### src/rtl/tmr_irq_pkg.sv
package tmr_irq_pkg;

  localparam int NCMP     = 3;
  localparam int NSRC     = NCMP + 2;
  localparam int DW       = 8;
  localparam int AW       = 2;
  localparam int SRC_OVF  = 0;
  localparam int SRC_CAPT = NCMP + 1;

  localparam logic [AW-1:0] ADDR_FLAGS  = 2'd0;
  localparam logic [AW-1:0] ADDR_ENABLE = 2'd1;

  typedef enum logic [1:0] {
    OVF_ON_WRAP   = 2'd0,
    OVF_ON_TOP    = 2'd1,
    OVF_ON_BOTTOM = 2'd2
  } ovf_sel_e;

  // Register bit that carries source s (capture sits above a reserved bit).
  function automatic int src_bit(input int s);
    return (s == SRC_CAPT) ? SRC_CAPT + 1 : s;
  endfunction

  // Which counter event the overflow flag follows in a waveform mode.
  function automatic ovf_sel_e ovf_select(input logic [3:0] mode);
    case (mode)
      4'd1, 4'd2, 4'd3, 4'd8,
      4'd9, 4'd10, 4'd11:        return OVF_ON_BOTTOM;
      4'd5, 4'd6, 4'd7,
      4'd14, 4'd15:              return OVF_ON_TOP;
      default:                   return OVF_ON_WRAP;
    endcase
  endfunction

  // Modes where the capture register serves as TOP.
  function automatic logic capt_is_top(input logic [3:0] mode);
    return (mode == 4'd8) || (mode == 4'd10) || (mode == 4'd12) || (mode == 4'd14);
  endfunction

  // Mask of writable bits in the register layout.
  function automatic logic [DW-1:0] live_mask();
    logic [DW-1:0] m;
    m = '0;
    for (int s = 0; s < NSRC; s++) m[src_bit(s)] = 1'b1;
    return m;
  endfunction

endpackage

### src/rtl/tmr_irq_evt.sv
module tmr_irq_evt
  import tmr_irq_pkg::*;
(
  input  logic            clk,
  input  logic            rst_n,
  input  logic            tmr_tick,
  input  logic [3:0]      wgm_mode,
  input  logic            ev_wrap,
  input  logic            ev_top,
  input  logic            ev_bottom,
  input  logic [NCMP-1:0] ev_match,
  input  logic [NCMP-1:0] frc_strobe,
  input  logic            ev_capture,
  output logic [NSRC-1:0] set_evt
);

  logic [NCMP-1:0] cmp_pend;
  logic [NCMP-1:0] cmp_set;
  logic            ovf_set;
  logic            capt_set;

  // Compare hits wait one qualified tick before reaching their flag.
  always_ff @(posedge clk) begin
    if (!rst_n)        cmp_pend <= '0;
    else if (tmr_tick) cmp_pend <= ev_match & ~frc_strobe;
  end

  assign cmp_set = cmp_pend & {NCMP{tmr_tick}};

  always_comb begin
    unique case (ovf_select(wgm_mode))
      OVF_ON_TOP:    ovf_set = ev_top;
      OVF_ON_BOTTOM: ovf_set = ev_bottom;
      default:       ovf_set = ev_wrap;
    endcase
  end

  assign capt_set = capt_is_top(wgm_mode) ? ev_top : ev_capture;

  assign set_evt = {capt_set, cmp_set, ovf_set};

  generate
    for (genvar c = 0; c < NCMP; c++) begin : g_cmp_chk
      // a sampled unforced hit is held pending for the next tick
      a_r5_hit_pending: assert property (@(posedge clk) disable iff (!rst_n)
        (tmr_tick && ev_match[c] && !frc_strobe[c]) |=> cmp_pend[c]);
      // a forced strobe leaves nothing pending
      a_r6_force_masked: assert property (@(posedge clk) disable iff (!rst_n)
        (tmr_tick && frc_strobe[c]) |=> !cmp_pend[c]);
      // no pending state changes between ticks
      a_r5_hold_between_ticks: assert property (@(posedge clk) disable iff (!rst_n)
        !tmr_tick |=> $stable(cmp_pend[c]));
    end
  endgenerate

endmodule

### src/rtl/tmr_irq_flags.sv
module tmr_irq_flags
  import tmr_irq_pkg::*;
(
  input  logic            clk,
  input  logic            rst_n,
  input  logic [NSRC-1:0] set_evt,
  input  logic [NSRC-1:0] clr_req,
  output logic [NSRC-1:0] flags
);

  generate
    for (genvar s = 0; s < NSRC; s++) begin : g_flag
      always_ff @(posedge clk) begin
        if (!rst_n)          flags[s] <= 1'b0;
        else if (set_evt[s]) flags[s] <= 1'b1;
        else if (clr_req[s]) flags[s] <= 1'b0;
      end

      // a set event is never lost to a same-cycle clear
      a_r10_set_wins: assert property (@(posedge clk) disable iff (!rst_n)
        set_evt[s] |=> flags[s]);
      // a clear without a set empties the flag
      a_r3_clear_takes: assert property (@(posedge clk) disable iff (!rst_n)
        (clr_req[s] && !set_evt[s]) |=> !flags[s]);
      // without any event the flag holds
      a_r3_flag_holds: assert property (@(posedge clk) disable iff (!rst_n)
        (!clr_req[s] && !set_evt[s]) |=> $stable(flags[s]));
    end
  endgenerate

endmodule

### src/rtl/tmr_irq_regs.sv
module tmr_irq_regs
  import tmr_irq_pkg::*;
(
  input  logic            clk,
  input  logic            rst_n,
  input  logic [AW-1:0]   bus_addr,
  input  logic            bus_we,
  input  logic [DW-1:0]   bus_wdata,
  output logic [DW-1:0]   bus_rdata,
  input  logic [NSRC-1:0] flags,
  input  logic [NSRC-1:0] src_ack,
  output logic [NSRC-1:0] enables,
  output logic [NSRC-1:0] clr_req
);

  logic [NSRC-1:0] wdata_src;
  logic [DW-1:0]   flag_view;
  logic [DW-1:0]   en_view;
  logic            wr_flags;
  logic            wr_enable;
  logic            wdata_unused;

  assign wr_flags  = bus_we && (bus_addr == ADDR_FLAGS);
  assign wr_enable = bus_we && (bus_addr == ADDR_ENABLE);

  always_comb begin
    flag_view = '0;
    en_view   = '0;
    for (int s = 0; s < NSRC; s++) begin
      wdata_src[s]          = bus_wdata[src_bit(s)];
      flag_view[src_bit(s)] = flags[s];
      en_view[src_bit(s)]   = enables[s];
    end
  end

  assign wdata_unused = ^(bus_wdata & ~live_mask());

  always_ff @(posedge clk) begin
    if (!rst_n)         enables <= '0;
    else if (wr_enable) enables <= wdata_src;
  end

  assign clr_req = src_ack | (wdata_src & {NSRC{wr_flags}});

  always_comb begin
    unique case (bus_addr)
      ADDR_FLAGS:  bus_rdata = flag_view;
      ADDR_ENABLE: bus_rdata = en_view;
      default:     bus_rdata = '0;
    endcase
  end

  // an enable write loads exactly the live bits
  a_r11_enable_load: assert property (@(posedge clk) disable iff (!rst_n)
    wr_enable |=> (enables == $past(wdata_src)));

endmodule

### src/rtl/tmr_irq_unit.sv
module tmr_irq_unit
  import tmr_irq_pkg::*;
(
  input  logic        clk,
  input  logic        rst_n,
  input  logic [1:0]  bus_addr,
  input  logic        bus_we,
  input  logic [7:0]  bus_wdata,
  output logic [7:0]  bus_rdata,
  input  logic        gie,
  input  logic        tmr_tick,
  input  logic [3:0]  wgm_mode,
  input  logic        ev_wrap,
  input  logic        ev_top,
  input  logic        ev_bottom,
  input  logic [2:0]  ev_match,
  input  logic [2:0]  frc_strobe,
  input  logic        ev_capture,
  input  logic [4:0]  src_ack,
  output logic [4:0]  irq_req
);

  logic [NSRC-1:0] set_evt;
  logic [NSRC-1:0] clr_req;
  logic [NSRC-1:0] flags;
  logic [NSRC-1:0] enables;

  tmr_irq_evt i_evt (
    .clk        (clk),
    .rst_n      (rst_n),
    .tmr_tick   (tmr_tick),
    .wgm_mode   (wgm_mode),
    .ev_wrap    (ev_wrap),
    .ev_top     (ev_top),
    .ev_bottom  (ev_bottom),
    .ev_match   (ev_match),
    .frc_strobe (frc_strobe),
    .ev_capture (ev_capture),
    .set_evt    (set_evt)
  );

  tmr_irq_flags i_flags (
    .clk     (clk),
    .rst_n   (rst_n),
    .set_evt (set_evt),
    .clr_req (clr_req),
    .flags   (flags)
  );

  tmr_irq_regs i_regs (
    .clk       (clk),
    .rst_n     (rst_n),
    .bus_addr  (bus_addr),
    .bus_we    (bus_we),
    .bus_wdata (bus_wdata),
    .bus_rdata (bus_rdata),
    .flags     (flags),
    .src_ack   (src_ack),
    .enables   (enables),
    .clr_req   (clr_req)
  );

  assign irq_req = flags & enables & {NSRC{gie}};

  // in capture-as-TOP modes a capture pulse alone never sets the flag
  a_r7_capture_ignored: assert property (@(posedge clk) disable iff (!rst_n)
    (capt_is_top(wgm_mode) && ev_capture && !ev_top && !flags[SRC_CAPT])
      |=> !flags[SRC_CAPT]);
  // a request needs the global enable
  a_r9_gie_gates: assert property (@(posedge clk) disable iff (!rst_n)
    !gie |-> (irq_req == '0));
  // reserved bits of the flag view read zero
  a_r1_reserved_zero: assert property (@(posedge clk) disable iff (!rst_n)
    (bus_rdata & ~live_mask()) == '0);

endmodule

### config.mk
export PLATFORM = sky130hd
export DESIGN_NAME = tmr_irq_unit
export DESIGN_NICKNAME = d
export VERILOG_FILES = /design/src/rtl/tmr_irq_pkg.sv /design/src/rtl/tmr_irq_evt.sv /design/src/rtl/tmr_irq_flags.sv /design/src/rtl/tmr_irq_regs.sv /design/src/rtl/tmr_irq_unit.sv
export SDC_FILE = /design/constraint.sdc
export NUM_CORES = 1
export LEC_CHECK = 0
export BUFFER_PORTS_ARGS = -buffer_cell sky130_fd_sc_hd__buf_2
export CORE_MARGIN = 3
export CORE_UTILIZATION = 35
export CTS_CLUSTER_DIAMETER = 120
export CTS_CLUSTER_SIZE = 16
export DETAILED_ROUTE_END_ITERATION = 8
export GPL_TIMING_DRIVEN = 0
export PLACE_DENSITY_LB_ADDON = 0.3
export SYNTH_ARGS = -nofsm -noshare
export SYNTH_HDL_FRONTEND = slang
export SYNTH_HIERARCHICAL = 1
export SYNTH_SLANG_ARGS = --single-unit
### constraint.sdc
create_clock -name clk -period 1.8 [get_ports clk]
set_input_delay 0 -clock clk [delete_from_list [all_inputs] [get_ports clk]]
set_output_delay 0 -clock clk [all_outputs]
set_load 0.005 [all_outputs]
## Word-level counts from Yosys, hierarchy flattened

Memories as Yosys holds them, arrays and structs flattened.
Cells that the tools add are included.
W data, S select, Z words.

- ROM bits: 32
- Memories: 1
- Register bits after elaboration: 13
- Logic and storage cells: 46
- Output and inout bits: 13

Memory list:

| memory | words | bits a word | read ports | clocked after Yosys merged registers in | write ports | RTL line | source |
|---|---|---|---|---|---|---|---|
| (name not given) | 16 | 2 | 1 | 0 | 0 | tmr_irq_pkg.sv:26 | `case (mode)` |

- Muxes and demuxes: 13
- Reduce and logical (&&, ||, !) cells: 11
- Bitwise logic cells: 7
- Eq/ne operators: 7

Operators by type and width:

| cell | number |
|---|---|
| $eq A4 B4 Y1 const B | 4 |
| $and A5 B5 Y5 | 3 |
| $pmux W6 S2 | 1 |
| $mux W1 | 11 |
| $reduce_bool A2 Y1 | 5 |
| $and A3 B3 Y3 | 2 |
| $or A5 B5 Y5 | 1 |
| $eq A2 B1 Y1 const B | 2 |
| $logic_or A1 B1 Y1 | 3 |
| $not A3 Y3 | 1 |
| $eq A2 B2 Y1 const B | 1 |
| $logic_and A1 B1 Y1 | 2 |
| $logic_not A2 Y1 | 1 |
| $pmux W1 S2 | 1 |

## Depth between registers and ports, before layout

- Word-level depth: 6
- Gate-level depth with buffers: 7
- Gate-level depth less buffers: 6

## By module

Netlist, hierarchy kept.

Modules (own cells, without submodules):

| module | times used | area an instance (um2) | cells each |
|---|---|---|---|
| tmr_irq_regs | 1 | 355.3 | 44 |
| tmr_irq_evt | 1 | 261.5 | 30 |
| tmr_irq_flags | 1 | 206.4 | 15 |
| tmr_irq_unit | 1 | 31.3 | 5 |

## Worst setup path before layout

Ideal clock, no wire load.

- Path kind: input to register
- Start: input wgm_mode[0]
- End: register i_flags.flags[0]
- Path buffers: 1
- Stages on the path: 7
- Setup slack: 724 ps
- Required time: 1685 ps
- Arrival: 961 ps
- Cells stage by stage: nor2b_1 o21a_1 ha_1 a22oi_1 o21ai_0 buf_4 o21a_1

- Longest elaborated chain between the ends: 4
- Elaborated cells on any way between the ends: 6
- Those cells by class: eq/ne: 2; mux: 2; reduce/logical: 1; memory: 1

RTL lines:

| element | RTL line | source |
|---|---|---|
| from (decl) | tmr_irq_unit.sv:12 | `input logic [3:0] wgm_mode,` |
| $mem_v2 Z16 W2 (*) | -- |  |
| $eq A2 B2 Y1 or $eq A2 B1 Y1 (tied branches) | tmr_irq_evt.sv:31 | `unique case (ovf_select(wgm_mode))` |
| $pmux W1 S2 (*) | tmr_irq_evt.sv:31 |  |
| net i_evt.ovf_set | tmr_irq_evt.sv:19 | `logic ovf_set;` |
| $mux W1 or $reduce_bool A2 Y1 (tied branches) | -- |  |
| to (signal, indexed assignment) | tmr_irq_flags.sv:14 | `if (!rst_n) flags[s] <= 1'b0;` |
| to (signal, indexed assignment) | tmr_irq_flags.sv:15 | `else if (set_evt[s]) flags[s] <= 1'b1;` |
| to (signal, indexed assignment) | tmr_irq_flags.sv:16 | `else if (clr_req[s]) flags[s] <= 1'b0;` |
| to (decl) | tmr_irq_flags.sv:8 | `output logic [NSRC-1:0] flags` |

The timed path passes the listed nets; every way through them passes the cells marked *.
A chain may end at the register's enable or synchronous reset.

## Worst setup path in the final report

- Start: input frc_strobe[0]
- End: register i_evt.cmp_pend[0]

- Longest elaborated chain between the ends: 2

RTL lines:

| element | RTL line | source |
|---|---|---|
| from (decl) | tmr_irq_unit.sv:17 | `input logic [2:0] frc_strobe,` |
| $not A3 Y3 | tmr_irq_evt.sv:25 | `else if (tmr_tick) cmp_pend <= ev_match & ~frc_strobe;` |
| $and A3 B3 Y3 | tmr_irq_evt.sv:25 |  |
| to (signal assigned) | tmr_irq_evt.sv:25 |  |
| to (decl) | tmr_irq_evt.sv:17 | `logic [NCMP-1:0] cmp_pend;` |

Every way passes these cells.

==> flow_metrics.tcl <==
set metrics [dict create \
    port_buffers 39 \
    slew_viol_final 0 \
    core_mm2 0.00225 \
    ctsResizeCount 0 \
    area_delta_synth_final_pct 43.9 \
    drtAntennaViolNets 0 \
    drt-initial-drc-count 28 \
    grt_pass1_vias 767 \
    final.min_clock_period_ns 1.27 \
    ir_drop_v 0.000248 \
    fin_crit_sh_pct 70.3 \
    cts_inserted_buffers 3 \
    routedWlPerCell_um 10.4 \
    setup_viol 0 \
    grt.total_usage_pct 12.7 \
    die-area_mm2 0.00307 \
    holdWs_ns 0.0256 \
    hpwl_mm 1.51 \
    cp_top_family "buffers and inverters" \
    post_synth_num_cell_types 27 \
    worst_path_most_repeated_cell "dlygate4sd3_1" \
    final_cell_area_mm2 0.00123 \
    fill_cells 223 \
    hp-start "rst_n" \
    grt_max_degree 11 \
    path_class "in -> reg" \
    diodes 0 \
    route.detailed.drc 0 \
    grt_pass1_wl_mm 3.13 \
    grt_overflow 0 \
    vias 801 \
    met2_length_um 864 \
    place_area_mm2 0.00109 \
    finish.net_count 187 \
    cp_data_arrival_time_ns 1.48 \
    clk_pin_slew_worst_paths_ns 0.08 \
    die_w_um 55.4 \
    cp.required_ns 2.01 \
    synth-seq-cells 13 \
    power_leakage_uw 0.000622 \
    critPathSlowestCell "dlygate4sd3_1" \
    status "complete, no violations" \
    syn_inst 94 \
    crit_start "frc_strobe[0]" \
    min_to "i_flags/flags[3]$_SDFFE_PN0P_" \
    cts_sinks 13 \
    ctsHtreeMaxLevel 1 \
    rsz0062_at_grt "no" \
    ys_seq_area_share_pct 30.5 \
    max_stage_delay_ns 0.56 \
    max_freq_ghz 0.790 \
    gp_congestion 0.754 \
    cts_root_buf "clkbuf_4" \
    cts_tree "yes" \
    regToRegSetupSlack_ns 1.07 \
    syn-cell-area_um2 855 \
    crit_chain "dlygate4sd3_1 > buf_2 > nand3b_1 > dlygate4sd3_1 > a21boi_1" \
    cp-start-kind "primary input" \
    hold_path_depth 2 \
    route.met3.wl_um 155 \
    routed.top_layer "met4" \
    r2r_end "i_flags/flags[1]$_SDFFE_PN0P_" \
    drv_cap 0 \
    yosysWarnings 6 \
    path_buf_inv 3 \
    cts.path.max_buffers 2 \
    viasPerCell 4.50 \
    fin_worst_skew_ns 0.00318 \
    final_hold_viol_count 0 \
    worstRegToRegCells 2 \
    clk_latency_ns 0.28 \
    postSynthAreaPerCell_um2 9.09 \
    postCtsSetupBuffers 0 \
    crit_fanout 1 \
    r2r_start "i_evt/cmp_pend[0]$_SDFFE_PN0P_" \
    ioPinCount 47 \
    antenna_found_initial 0 \
    drt_first_pass_iters 4 \
    power_density_mw_per_mm2 519 \
    drt-met1-wl_um 773 \
    initial_utilization_pct 37.9 \
    drt_wl_total_mm 1.85 \
    fp-row-count 17 \
    end_kind "flop" \
    drive_gt1_share_pct 38.7 \
    hp-class "in -> reg" \
    fp.dieH_um 55.4 \
    setup_tns_ns 0 \
]
[Yosys cell counts (all sizes together)]
library cell,n,area (µm²)
nand2b,4,32.5
and2,3,18.8
conb,1,3.75
nand2,11,41.3
buf,8,51.3
and3b,1,8.76
nor3,1,5.00
mux2,1,15.0
or2,1,6.26
nand3b,3,22.5
a21boi,3,22.5
nor2,6,22.5
o21ai,2,10.0
a21o,5,37.5
nor3b,1,12.5
o21a,6,45.0
dfxtp,13,260
nor2b,6,75.1
a22oi,1,7.51
and3,5,31.3
mux2i,10,100
ha,2,25.0
[flip-flops by register name (all words and copies together) (netlist names)]
signal,count
i_flags/flags,5
i_regs/enables,5
i_evt/cmp_pend,3
[what timing repair did]
item | 4_1_cts | 5_1_grt
endpoints found under the setup margin | 0 | 0
hold buffers | 11 | 0
endpoints found under the hold margin | 8 | 0
[per-stage QoR]
stage          cells  utilization (%)  power, µW  worst slack (ns)
6_report         178             54.6        638             0.534
5_1_grt          178             54.6        683             0.491
4_1_cts          178             54.6        653             0.559
3_5_place_dp     163             48.4        449             0.517
3_3_place_gp     163             48.4        444             0.567
2_1_floorplan     96                -        392             0.724
[final cells by class]
| class | count | area (µm²) | area share, % |
|---|---|---|---|
| Timing Repair Buffer | 50 | 305 | 24.8 |
| Tap cell | 28 | 35.0 | 2.85 |
| Multi-Input combinational cell | 75 | 551 | 44.8 |
| Sequential cell | 13 | 260 | 21.2 |
| Clock buffer | 3 | 22.5 | 1.83 |
| Clock inverter | 1 | 5.00 | 0.407 |
| Buffer | 8 | 51.3 | 4.17 |
[power breakdown]
| group | internal (µW) | switching, µW |
|---|---|---|
| clock network | 82.4 | 98.9 |
| logic | 91.1 | 59.4 |
| registers | 299 | 7.40 |
[cells by family after synthesis]
kind of cell	after synthesis	share of synthesized area [%]
and+or+nand+nor	42	32.4
adders and majority gates	2	2.93
buffers and inverters	8	6.00
DFF	13	30.5
other	1	0.439
AOI/OAI and AO/OA	17	14.3
muxes	11	13.5
[layout by cell type, fill, tap and decap left out, types with 2 or more instances in the layout]
cell type       n
and3_1          5
nor2_1          6
nand3b_1        3
clkbuf_4        3
nand2_1        11
nand2b_1        3
conb_1          3
dfxtp_1        13
buf_2          41
a21o_1          5
a21boi_1        3
mux2i_1        10
buf_4           5
ha_1            2
nor2b_4         5
and2_1          3
dlygate4sd3_1  11
o21a_1          6
[routing by layer]
metal | global-route usage, % | up-vias
met2 | 21.6 | 35
li1 | - | 427
met5 | 0 | -
met3 | 1.87 | 5
met4 | 9.38 | 0
met1 | 14.1 | 334
[worst max-delay path by stage]
stage | to | slack (ns) | cells past startpoint
after floorplan | i_flags/flags[0]$_SDFFE_PN0P_ | 0.72 | 7
after global placement | i_flags/flags[0]$_SDFFE_PN0P_ | 0.57 | 8
after detailed placement | i_flags/flags[0]$_SDFFE_PN0P_ | 0.52 | 8
after CTS | i_evt/cmp_pend[0]$_SDFFE_PN0P_ | 0.56 | 5
after global routing | i_evt/cmp_pend[0]$_SDFFE_PN0P_ | 0.49 | 5
final | i_evt/cmp_pend[0]$_SDFFE_PN0P_ | 0.53 | 5
(Power assumes the default switching activity.)
